File: config.mk
export PLATFORM = sky130hd
export DESIGN_NAME = pwm_chopper
export DESIGN_NICKNAME = d
export VERILOG_FILES = /design/src/rtl/chop_pkg.sv /design/src/rtl/chop_timer.sv /design/src/rtl/chop_seq.sv /design/src/rtl/chop_leg.sv /design/src/rtl/pwm_chopper.sv
export SDC_FILE = /design/constraint.sdc
export NUM_CORES = 1
export LEC_CHECK = 0
export ABC_CLOCK_PERIOD_IN_PS = 5000
export BUFFER_PORTS_ARGS = -buffer_cell sky130_fd_sc_hd__clkbuf_2
export CORE_MARGIN = 8
export CORE_UTILIZATION = 60
export DETAILED_ROUTE_END_ITERATION = 10
export MAX_ROUTING_LAYER = met4
export PLACE_DENSITY = 0.77
export SYNTH_ARGS = -nofsm -noshare
export SYNTH_HDL_FRONTEND = slang
export SYNTH_SLANG_ARGS = --single-unit
File: constraint.sdc
create_clock -name clk_i -period 5 [get_ports clk_i]
set_input_delay 1 -clock clk_i [delete_from_list [all_inputs] [get_ports clk_i]]
set_output_delay 1 -clock clk_i [all_outputs]
set_load 0.03 [all_outputs]
File: src/rtl/chop_pkg.sv
package chop_pkg;
  typedef enum logic [1:0] {LEG_OFF = 2'd0, LEG_HIGH = 2'd1, LEG_LOW = 2'd2} leg_cmd_e;
  typedef enum logic [1:0] {ST_DRIVE, ST_FAST, ST_SLOW, ST_COAST} chop_st_e;

  function automatic logic [7:0] level_code(input logic [2:0] lvl);
    int pct;
    case (lvl)
      3'd0: pct = 20;
      3'd1: pct = 38;
      3'd2: pct = 56;
      3'd3: pct = 71;
      3'd4: pct = 83;
      3'd5: pct = 92;
      3'd6: pct = 98;
      default: pct = 100;
    endcase
    return 8'((pct * 255 + 50) / 100);
  endfunction
endpackage

File: src/rtl/chop_timer.sv
module chop_timer #(
  parameter int PER = 4000,
  localparam int CW = $clog2(PER)
) (
  input  logic          clk_i,
  input  logic          rst_ni,
  input  logic          run_i,
  output logic [CW-1:0] cnt_o,
  output logic          start_o,
  output logic          last_o
);
  localparam logic [CW-1:0] LAST = CW'(PER - 1);
  logic [CW-1:0] cnt_q;

  always_ff @(posedge clk_i or negedge rst_ni) begin
    if (!rst_ni)              cnt_q <= '0;
    else if (!run_i)          cnt_q <= '0;
    else if (cnt_q == LAST)   cnt_q <= '0;
    else                      cnt_q <= cnt_q + 1'b1;
  end

  assign cnt_o   = cnt_q;
  assign start_o = run_i && (cnt_q == '0);
  assign last_o  = run_i && (cnt_q == LAST);
endmodule

File: src/rtl/chop_seq.sv
module chop_seq
  import chop_pkg::*;
#(
  parameter int PER       = 4000,
  parameter int BLANK_CYC = 750,
  localparam int CW       = $clog2(PER),
  localparam int MIX_AT   = (PER * 3) / 4
) (
  input  logic               clk_i,
  input  logic               rst_ni,
  input  logic               run_i,
  input  logic               phase_i,
  input  logic               decay_i,
  input  logic               trip_i,
  input  logic               zero_i,
  input  logic [CW-1:0]      cnt_i,
  input  logic               last_i,
  output leg_cmd_e [1:0]     cmd_o
);
  localparam logic [CW-1:0] BLANK_C  = CW'(BLANK_CYC);
  localparam logic [CW-1:0] MIX_LAST = CW'(MIX_AT - 1);

  chop_st_e st_q, st_d;

  always_comb begin
    st_d = st_q;
    if (!run_i || last_i) st_d = ST_DRIVE;
    else begin
      unique case (st_q)
        ST_DRIVE: if (trip_i && cnt_i >= BLANK_C)
                    st_d = (decay_i && cnt_i < MIX_LAST) ? ST_FAST : ST_SLOW;
        ST_FAST:  if (cnt_i == MIX_LAST) st_d = ST_SLOW;
                  else if (zero_i)       st_d = ST_COAST;
        ST_COAST: if (cnt_i == MIX_LAST) st_d = ST_SLOW;
        default:  ;
      endcase
    end
  end

  always_ff @(posedge clk_i or negedge rst_ni) begin
    if (!rst_ni) st_q <= ST_DRIVE;
    else         st_q <= st_d;
  end

  // leg 1 is cmd_o[0], leg 2 is cmd_o[1]
  always_comb begin
    cmd_o = {LEG_OFF, LEG_OFF};
    if (run_i) begin
      unique case (st_q)
        ST_DRIVE: cmd_o = phase_i ? {LEG_LOW, LEG_HIGH} : {LEG_HIGH, LEG_LOW};
        ST_FAST:  cmd_o = phase_i ? {LEG_HIGH, LEG_LOW} : {LEG_LOW, LEG_HIGH};
        ST_SLOW:  cmd_o = {LEG_LOW, LEG_LOW};
        default:  cmd_o = {LEG_OFF, LEG_OFF};
      endcase
    end
  end
endmodule

File: src/rtl/chop_leg.sv
module chop_leg
  import chop_pkg::*;
#(
  parameter int DEAD_CYC = 4,
  localparam int DW      = $clog2(DEAD_CYC + 2)
) (
  input  logic     clk_i,
  input  logic     rst_ni,
  input  leg_cmd_e cmd_i,
  output logic     hi_o,
  output logic     lo_o
);
  leg_cmd_e       cur_q;
  logic [DW-1:0]  dly_q;

  always_ff @(posedge clk_i or negedge rst_ni) begin
    if (!rst_ni) begin
      cur_q <= LEG_OFF;
      dly_q <= '0;
    end else begin
      if (dly_q != '0) dly_q <= dly_q - 1'b1;
      if (cmd_i != cur_q) begin
        if (cur_q != LEG_OFF) begin
          cur_q <= LEG_OFF;
          dly_q <= DW'(DEAD_CYC);
        end else if (dly_q == '0) begin
          cur_q <= cmd_i;
        end
      end
    end
  end

  assign hi_o = (cur_q == LEG_HIGH);
  assign lo_o = (cur_q == LEG_LOW);
endmodule

File: src/rtl/pwm_chopper.sv
module pwm_chopper
  import chop_pkg::*;
#(
  parameter int PERIOD_CYC  = 4000,
  parameter bit DOUBLE_RATE = 1'b0,
  parameter int BLANK_CYC   = 750,
  parameter int DEAD_CYC    = 4
) (
  input  logic       clk_i,
  input  logic       rst_ni,
  input  logic       en_i,
  input  logic       phase_i,
  input  logic [2:0] level_i,
  input  logic       decay_i,
  input  logic       trip_i,
  input  logic       zero_i,
  output logic       leg1_hi_o,
  output logic       leg1_lo_o,
  output logic       leg2_hi_o,
  output logic       leg2_lo_o,
  output logic [7:0] ref_o
);
  localparam int PER = DOUBLE_RATE ? PERIOD_CYC / 2 : PERIOD_CYC;
  localparam int CW  = $clog2(PER);

  logic [CW-1:0]  cnt;
  logic           period_start, period_last;
  leg_cmd_e [1:0] cmd;
  logic [1:0]     hi, lo;
  logic [7:0]     ref_q;

  chop_timer #(.PER(PER)) u_timer (
    .clk_i, .rst_ni, .run_i(en_i),
    .cnt_o(cnt), .start_o(period_start), .last_o(period_last)
  );

  chop_seq #(.PER(PER), .BLANK_CYC(BLANK_CYC)) u_seq (
    .clk_i, .rst_ni, .run_i(en_i), .phase_i, .decay_i, .trip_i, .zero_i,
    .cnt_i(cnt), .last_i(period_last), .cmd_o(cmd)
  );

  for (genvar g = 0; g < 2; g++) begin : g_leg
    chop_leg #(.DEAD_CYC(DEAD_CYC)) u_leg (
      .clk_i, .rst_ni, .cmd_i(cmd[g]), .hi_o(hi[g]), .lo_o(lo[g])
    );
  end

  always_ff @(posedge clk_i or negedge rst_ni) begin
    if (!rst_ni)           ref_q <= '0;
    else if (period_start) ref_q <= level_code(level_i);
  end

  assign {leg1_hi_o, leg2_hi_o} = {hi[0], hi[1]};
  assign {leg1_lo_o, leg2_lo_o} = {lo[0], lo[1]};
  assign ref_o = ref_q;
endmodule

==> results of run 1 <==
cell families after synthesis:
family | after synthesis
buffers and inverters | 94
adders and majority gates | 78
and+or+nand+nor | 338
muxes | 19
AOI/OAI and AO/OA | 302
DFF | 32
xor gates and xnor gates | 50
per-stage QoR:
stage / utilization / instance area (µm²) / setup slack (ns) / std cells
after floorplan: - / 7250 / -5.89 / 913
after global placement: 0.848 / 9600 / -6.10 / 1342
after detailed placement: 0.848 / 9600 / -6.49 / 1342
after CTS: 0.921 / 10400 / -5.86 / 1391
timing repair:
action                                  in CTS
endpoints found under the setup margin       6
gates resized for setup                     75
hold buffers                                 0
buffers inserted                            42
pin swaps                                   48
routing by layer:
layer,overflow,global-route usage
met1,27,0.845
met2,1395,1.42
met3,26,0.730
met4,273,1.06
met5,-,-
cell usage after synthesis (all sizes together), types with 12 or more instances:
cell type / n / area share
fa: 14 / 0.041
ha: 61 / 0.11
nor4: 14 / 0.013
clkbuf: 29 / 0.016
dfrtp: 32 / 0.12
a21o: 15 / 0.016
xor2: 25 / 0.033
a211oi: 21 / 0.026
nor2: 94 / 0.051
nand3: 32 / 0.023
a21oi: 49 / 0.038
nand2: 72 / 0.039
xnor2: 25 / 0.034
o21ai: 64 / 0.046
inv: 53 / 0.029
mux2i: 12 / 0.018
o211ai: 21 / 0.024
and2: 20 / 0.018
nor2b: 12 / 0.012
nor3: 19 / 0.015
==> flow_summary.ini, run 1 <==
[synthesis]
synth_top_flop_cell = dfrtp_1
synth-simple-area-share = 0.252
synth.distinct_cells = 105
synthMuxAreaShare = 0.0299
synth_xor_area_frac = 0.0672
seq_area_frac_synth = 0.116
synth_compound_area_frac = 0.323
synth_fa_ha_area_frac = 0.155
synth-seq-cells = 32
synth_top_family_by_area = compound AO/OA/AOI/OAI gates
yosysWarnings = 0
synthCells = 913
syn_area_um2 = 6910
async_flop_share = 1.00
synth_fp_nets = 998
synth-edff-count = 0
avgSynthCellArea_um2 = 7.57

[global_route]
overflow = 1721
grt_max_degree = 33
grt_usage = 1.02

[outcome]
outcome = aborted with a tool error
error_message = [ERROR GRT-0232] Routing congestion too high. Check the congestion heatmap in the GUI.
failing_step = global routing (5_1_grt)

[placed_design]
dp_hpwl_mm = 20.6
port_buffers = 21
gp_congestion = 1.04

[clock_tree]
cts-buffers-inserted = 5
ctsLongestPathBuffers = 2
root_buffer = clkbuf_16
htree_levels = 2
clock_sinks = 32

[floorplanning]
rows = 39
io_pins = 22
start_util = 0.610
die_h_um = 123
die_x_um = 123
==> inputs of run 2 (changes only) <==
- CORE_UTILIZATION: 60 -> 40
- MAX_ROUTING_LAYER: met4 -> unset
- PLACE_DENSITY: 0.77 -> unset
- PLACE_DENSITY_LB_ADDON: unset -> 0.15
==> flow_summary.ini, run 2 <==
[sta]
finClkSkew_ns = 0.00584
rsz0062_at_grt = yes
fin_setup_tns_ns = -27.71
slew_headroom = 0.451
final.period_utilization = 2.20
finalHoldViolCount = 0
worst_pin_slew_ns = 0.823
worst_slack_ns = -6.00
setup_viol = 6
holdWs_ns = 0.479
slew_violations = 0
fin_crit_ns = 11.00
max_freq_mhz = 90.9

[clock_tree]
root_buffer = clkbuf_16
ctsHoldBuffers = 0
cts.clk_slew.worst_paths_ns = 0.06
clock_sinks = 32
cts_tree = done
htree_levels = 2
insertion_delay_ns = 0.28
cts-buffers-inserted = 5
ctsLongestPathBuffers = 2

[global_route]
grt_max_degree = 33
antenna_found_initial = 0
grt_pass1_vias = 8516
grt_usage = 0.232
grt_pass1_wl_mm = 42.1
overflow = 0

[synthesis]
async_flop_share = 1.00
synthMostInstantiatedCell = nor2_1
synthCells = 913
avgSynthCellArea_um2 = 7.57
synth-edff-count = 0
synth_top_flop_cell = dfrtp_1
synth.distinct_cells = 105
synth_area_leader_cell = dfrtp_1
yosysWarnings = 0
synth_fp_nets = 998
synthTopCellsByCount = nor2_1 (94), nand2_1 (71), ha_1 (61)
synth_top_area_frac = 0.116
syn_area_um2 = 6910
synth-seq-cells = 32
seq_area_frac_synth = 0.116
synth_area_leaders = dfrtp_1 (12%), ha_1 (11%), nor2_1 (5.1%)

[setup_path]
cpLargestDelayFamily = compound AO/OA/AOI/OAI gates
rr_startpoint = u_timer.cnt_o[0]
crit_type = input pin to flip-flop
required_ns = 5.19
crit_slowest_cell = fa_2
worst-path-buf-inv = 21
crit_start = level_i[0]
cp_common_cell = buf_4
critPathLaunchType = input pin
max_stage_delay_ns = 0.52
crit_fanout = 7
crit_path_end_kind = flip-flop
cp.arrival_ns = 11.19

[finish]
area_delta_synth_final_pct = 62.8
largest_register_ffs = 12
final_cell_mix = buf_4 (365), nor2_1 (88), nand2_1 (65)
layout_commonest_cell = buf_4
final_util = 0.657
nets = 1379
antennaDiodeCount = 0
drive_gt1_frac = 0.457

[outcome]
outcome = finished, violations left
violations = negative setup slack

[floorplanning]
rows = 48
core_region_area_um2 = 17100
start_util = 0.404
dieArea_um2 = 21700
die_x_um = 147
die_h_um = 147
io_pins = 22

[flow_run]
maxCapViolCount = 0

[worst_hold_path]
min_path_type = flip-flop to flip-flop
worstHoldStart = ref_o[6]

[route]
wl_per_cell_um = 17.1
postRouteAntennaNets = 0
drt_wl_total_mm = 26.0
dr.pass1.iters = 6
vias = 8611
drc = 0
drtIter0Drc = 475
vias_per_cell = 5.67

[placed_design]
gp_congestion = 0.939
dp_worst_setup_slack_ns = -6.50
port_buffers = 21
dp_hpwl_mm = 19.7
==> run 2: worst min-delay path, cell delays in order (launching register included) <==
cell,delay [ns]
dfrtp_1,0.33
nand2_1,0.05
o21ai_0,0.06
==> run 2: logic make-up (layout without fill, tap and decap cells) <==
family          after synthesis  count (layout)  synth area share
compound gates              302             302             0.323
xor+xnor                     50              50            0.0672
fa+ha+maj                    78              78             0.155
buf+inv                      94             476            0.0565
flops                        32              32             0.116
mux                          19              19            0.0299
simple gates                338             338             0.252
==> run 2: per-layer routing <==
metal | global-route usage | vias to the layer above | share of wire
li1 | - | 4184 | -
met5 | 0 | - | 0
met2 | 0.405 | 240 | 0.49
met4 | 0.0678 | 0 | 0.026
met3 | 0.0229 | 60 | 0.041
met1 | 0.296 | 4127 | 0.45
==> run 2: path summary, 6_finish.rpt <==
path	cells past startpoint	end	slack (ns)
min in group asynchronous	1	g_leg[1].u_leg.cur_q[1]	0.80
setup / recovery	56	ref_o[1]	-6.00
hold / removal	2	ref_o[6]	0.48
hold reg to reg	2	ref_o[6]	0.48
setup reg to reg	8	ref_o[1]	2.57
max in group asynchronous	1	ref_o[3]	3.67
==> run 2: layout make-up <==
class	instances	area, µm²
tap	225	282
multi-input combinational	787	6530
clock buffer	5	125
sequential	32	801
timing repair buffer	414	3260
fill	1442	5870
inverter	54	216
clock inverter	3	42.5
==> run 2: repair_timing <==
item	CTS	global route
hold endpoints to repair	0	0
setup buffers	63	17
pin swaps	68	25
resized for setup	106	44
cloned	0	0
setup endpoints to repair	6	6
==> run 2: per-stage QoR <==
step | cells | instance area (µm²)
after CTS | 1503 | 10900
after global placement | 1435 | 9810
final | 1520 | 11300
after floorplan | 913 | 7250
after detailed placement | 1435 | 9810
after global routing | 1520 | 11300
Power of run 2 is left out: the tool's default activity adds up to more than one toggle a clock period on the data nets, which glitch-free logic cannot reach.
==> inputs of run 3 (changes only) <==
- ABC_CLOCK_PERIOD_IN_PS: 5000 -> 14100
- clock period: 5 -> 14.1 ns (I/O delays scaled with it)
==> flow_summary.ini, run 3 (same netlist as run 2, synthesis figures left out) <==
[setup_path]
required_ns = 14.28
critPathLaunchType = input pin
r2r_cells = 8
crit_type = input pin to flip-flop
crit_fanout = 11
crit_path_end_kind = flip-flop
max_stage_delay_ns = 0.47
crit_slowest_cell = fa_1
cp.arrival_ns = 13.73

[sta]
finClkSkew_ns = 0.00515
setup_viol = 0
finalHoldViolCount = 0
holdWs_ns = 0.488
fin_crit_ns = 13.55
final.period_utilization = 0.961
slew_headroom = 0.404
max_freq_mhz = 73.8
slew_violations = 0
worst_pin_slew_ns = 0.894
worst_slack_ns = 0.554

[clock_tree]
cts-buffers-inserted = 5
clock_sinks = 32
ctsHoldBuffers = 0
ctsLongestPathBuffers = 2
insertion_delay_ns = 0.27
htree_levels = 2
root_buffer = clkbuf_16
cts_tree = done
cts.clk_slew.worst_paths_ns = 0.05

[placed_design]
place_area_um2 = 7500
dp_worst_setup_slack_ns = -0.283
dp_hpwl_mm = 17.1
port_buffers = 21
gp_congestion = 0.929

[global_route]
grt_pass1_wl_mm = 35.6
grt_max_degree = 33
antenna_found_initial = 0
grt_pass1_vias = 6914
grt_usage = 0.195
overflow = 0

[finish]
nets = 1045
largest_register_ffs = 12
antennaDiodeCount = 0
area_delta_synth_final_pct = 14.1
fin_area_um2 = 7880
drive_gt1_frac = 0.164
layout_commonest_cell = nor2_1
fillers = 1728
final_util = 0.460
final_cell_mix = nor2_1 (94), nand2_1 (70), ha_1 (60)

[floorplanning]
die_h_um = 147
rows = 48
dieArea_um2 = 21700
die_x_um = 147
io_pins = 22
core_region_area_um2 = 17100
start_util = 0.404

[route]
vias_per_cell = 6.07
vias = 7203
drc = 0
drtIter0Drc = 521
wl_per_cell_um = 18.1
drt_wl_total_mm = 21.4
dr.pass1.iters = 7
postRouteAntennaNets = 0

[flow_run]
maxCapViolCount = 0

[worst_hold_path]
min_path_type = flip-flop to flip-flop
hold_depth = 2

[outcome]
outcome = finished clean
[run 3: changes by cell type in the layout (fill, tap and decap cells not counted), moves of 6 or more]
| cell | delta |
|---|---|
| buf_4 | -306 |
| buf_6 | -22 |
| ha_1 | +13 |
| o21ai_0 | +10 |
| ha_4 | -9 |
| inv_1 | +9 |
| a21oi_1 | +6 |
| inv_2 | -6 |
| nor2_1 | +6 |
[run 3: routing by layer]
| layer | vias up | share of wire | global-route usage |
|---|---|---|---|
| li1 | 3512 | - | - |
| met1 | 3401 | 0.46 | 0.258 |
| met2 | 246 | 0.47 | 0.329 |
| met3 | 44 | 0.046 | 0.0159 |
| met4 | 0 | 0.023 | 0.0592 |
| met5 | - | 0 | 0 |
[run 3: worst paths after layout]
path	startpoint	end	slack (ns)
min	ref_o[3]	ref_o[3]	0.49
max in group asynchronous	rst_ni	u_timer.cnt_o[4]	10.99
min in group asynchronous	rst_ni	g_leg[0].u_leg.cur_q[1]	2.61
max reg2reg	u_timer.cnt_o[0]	ref_o[1]	11.71
min reg2reg	ref_o[3]	ref_o[3]	0.49
max	level_i[2]	ref_o[1]	0.55
[run 3: cell type report]
| class | instances | area, µm² | area share |
|---|---|---|---|
| multi-input combinational | 787 | 5880 | 0.747 |
| inverter | 54 | 203 | 0.0257 |
| clock inverter | 2 | 35.0 | 0.00445 |
| timing repair buffer | 80 | 548 | 0.0695 |
| tap | 225 | 282 | 0.0357 |
| sequential | 32 | 801 | 0.102 |
| clock buffer | 6 | 129 | 0.0164 |
[run 3: metrics by stage]
step           cells  setup TNS (ns)
6_report        1186               0
3_3_place_gp    1171          -0.103
4_1_cts         1179               0
5_1_grt         1186         -0.0139
3_5_place_dp    1171          -0.308
2_1_floorplan    913               0
[run 3: timing repair]
action                                 4_1_cts  5_1_grt
buffers inserted                             0        7
setup endpoints to repair                    1        2
endpoints found under the hold margin        0        0
gates resized for setup                      1       36
pin swaps                                    0        6
[run 3: critical path: cells and delay by family]
kind                     cells  cell delay [ns]
XOR/XNOR                     3             0.53
buffers and inverters        5             0.69
AO/OA/AOI/OAI               16             4.06
AND/OR/NAND/NOR             13             3.14
multiplexers                 1             0.27
adder cells (fa/ha/maj)      6             2.24
Power of run 3 is left out for the same reason.
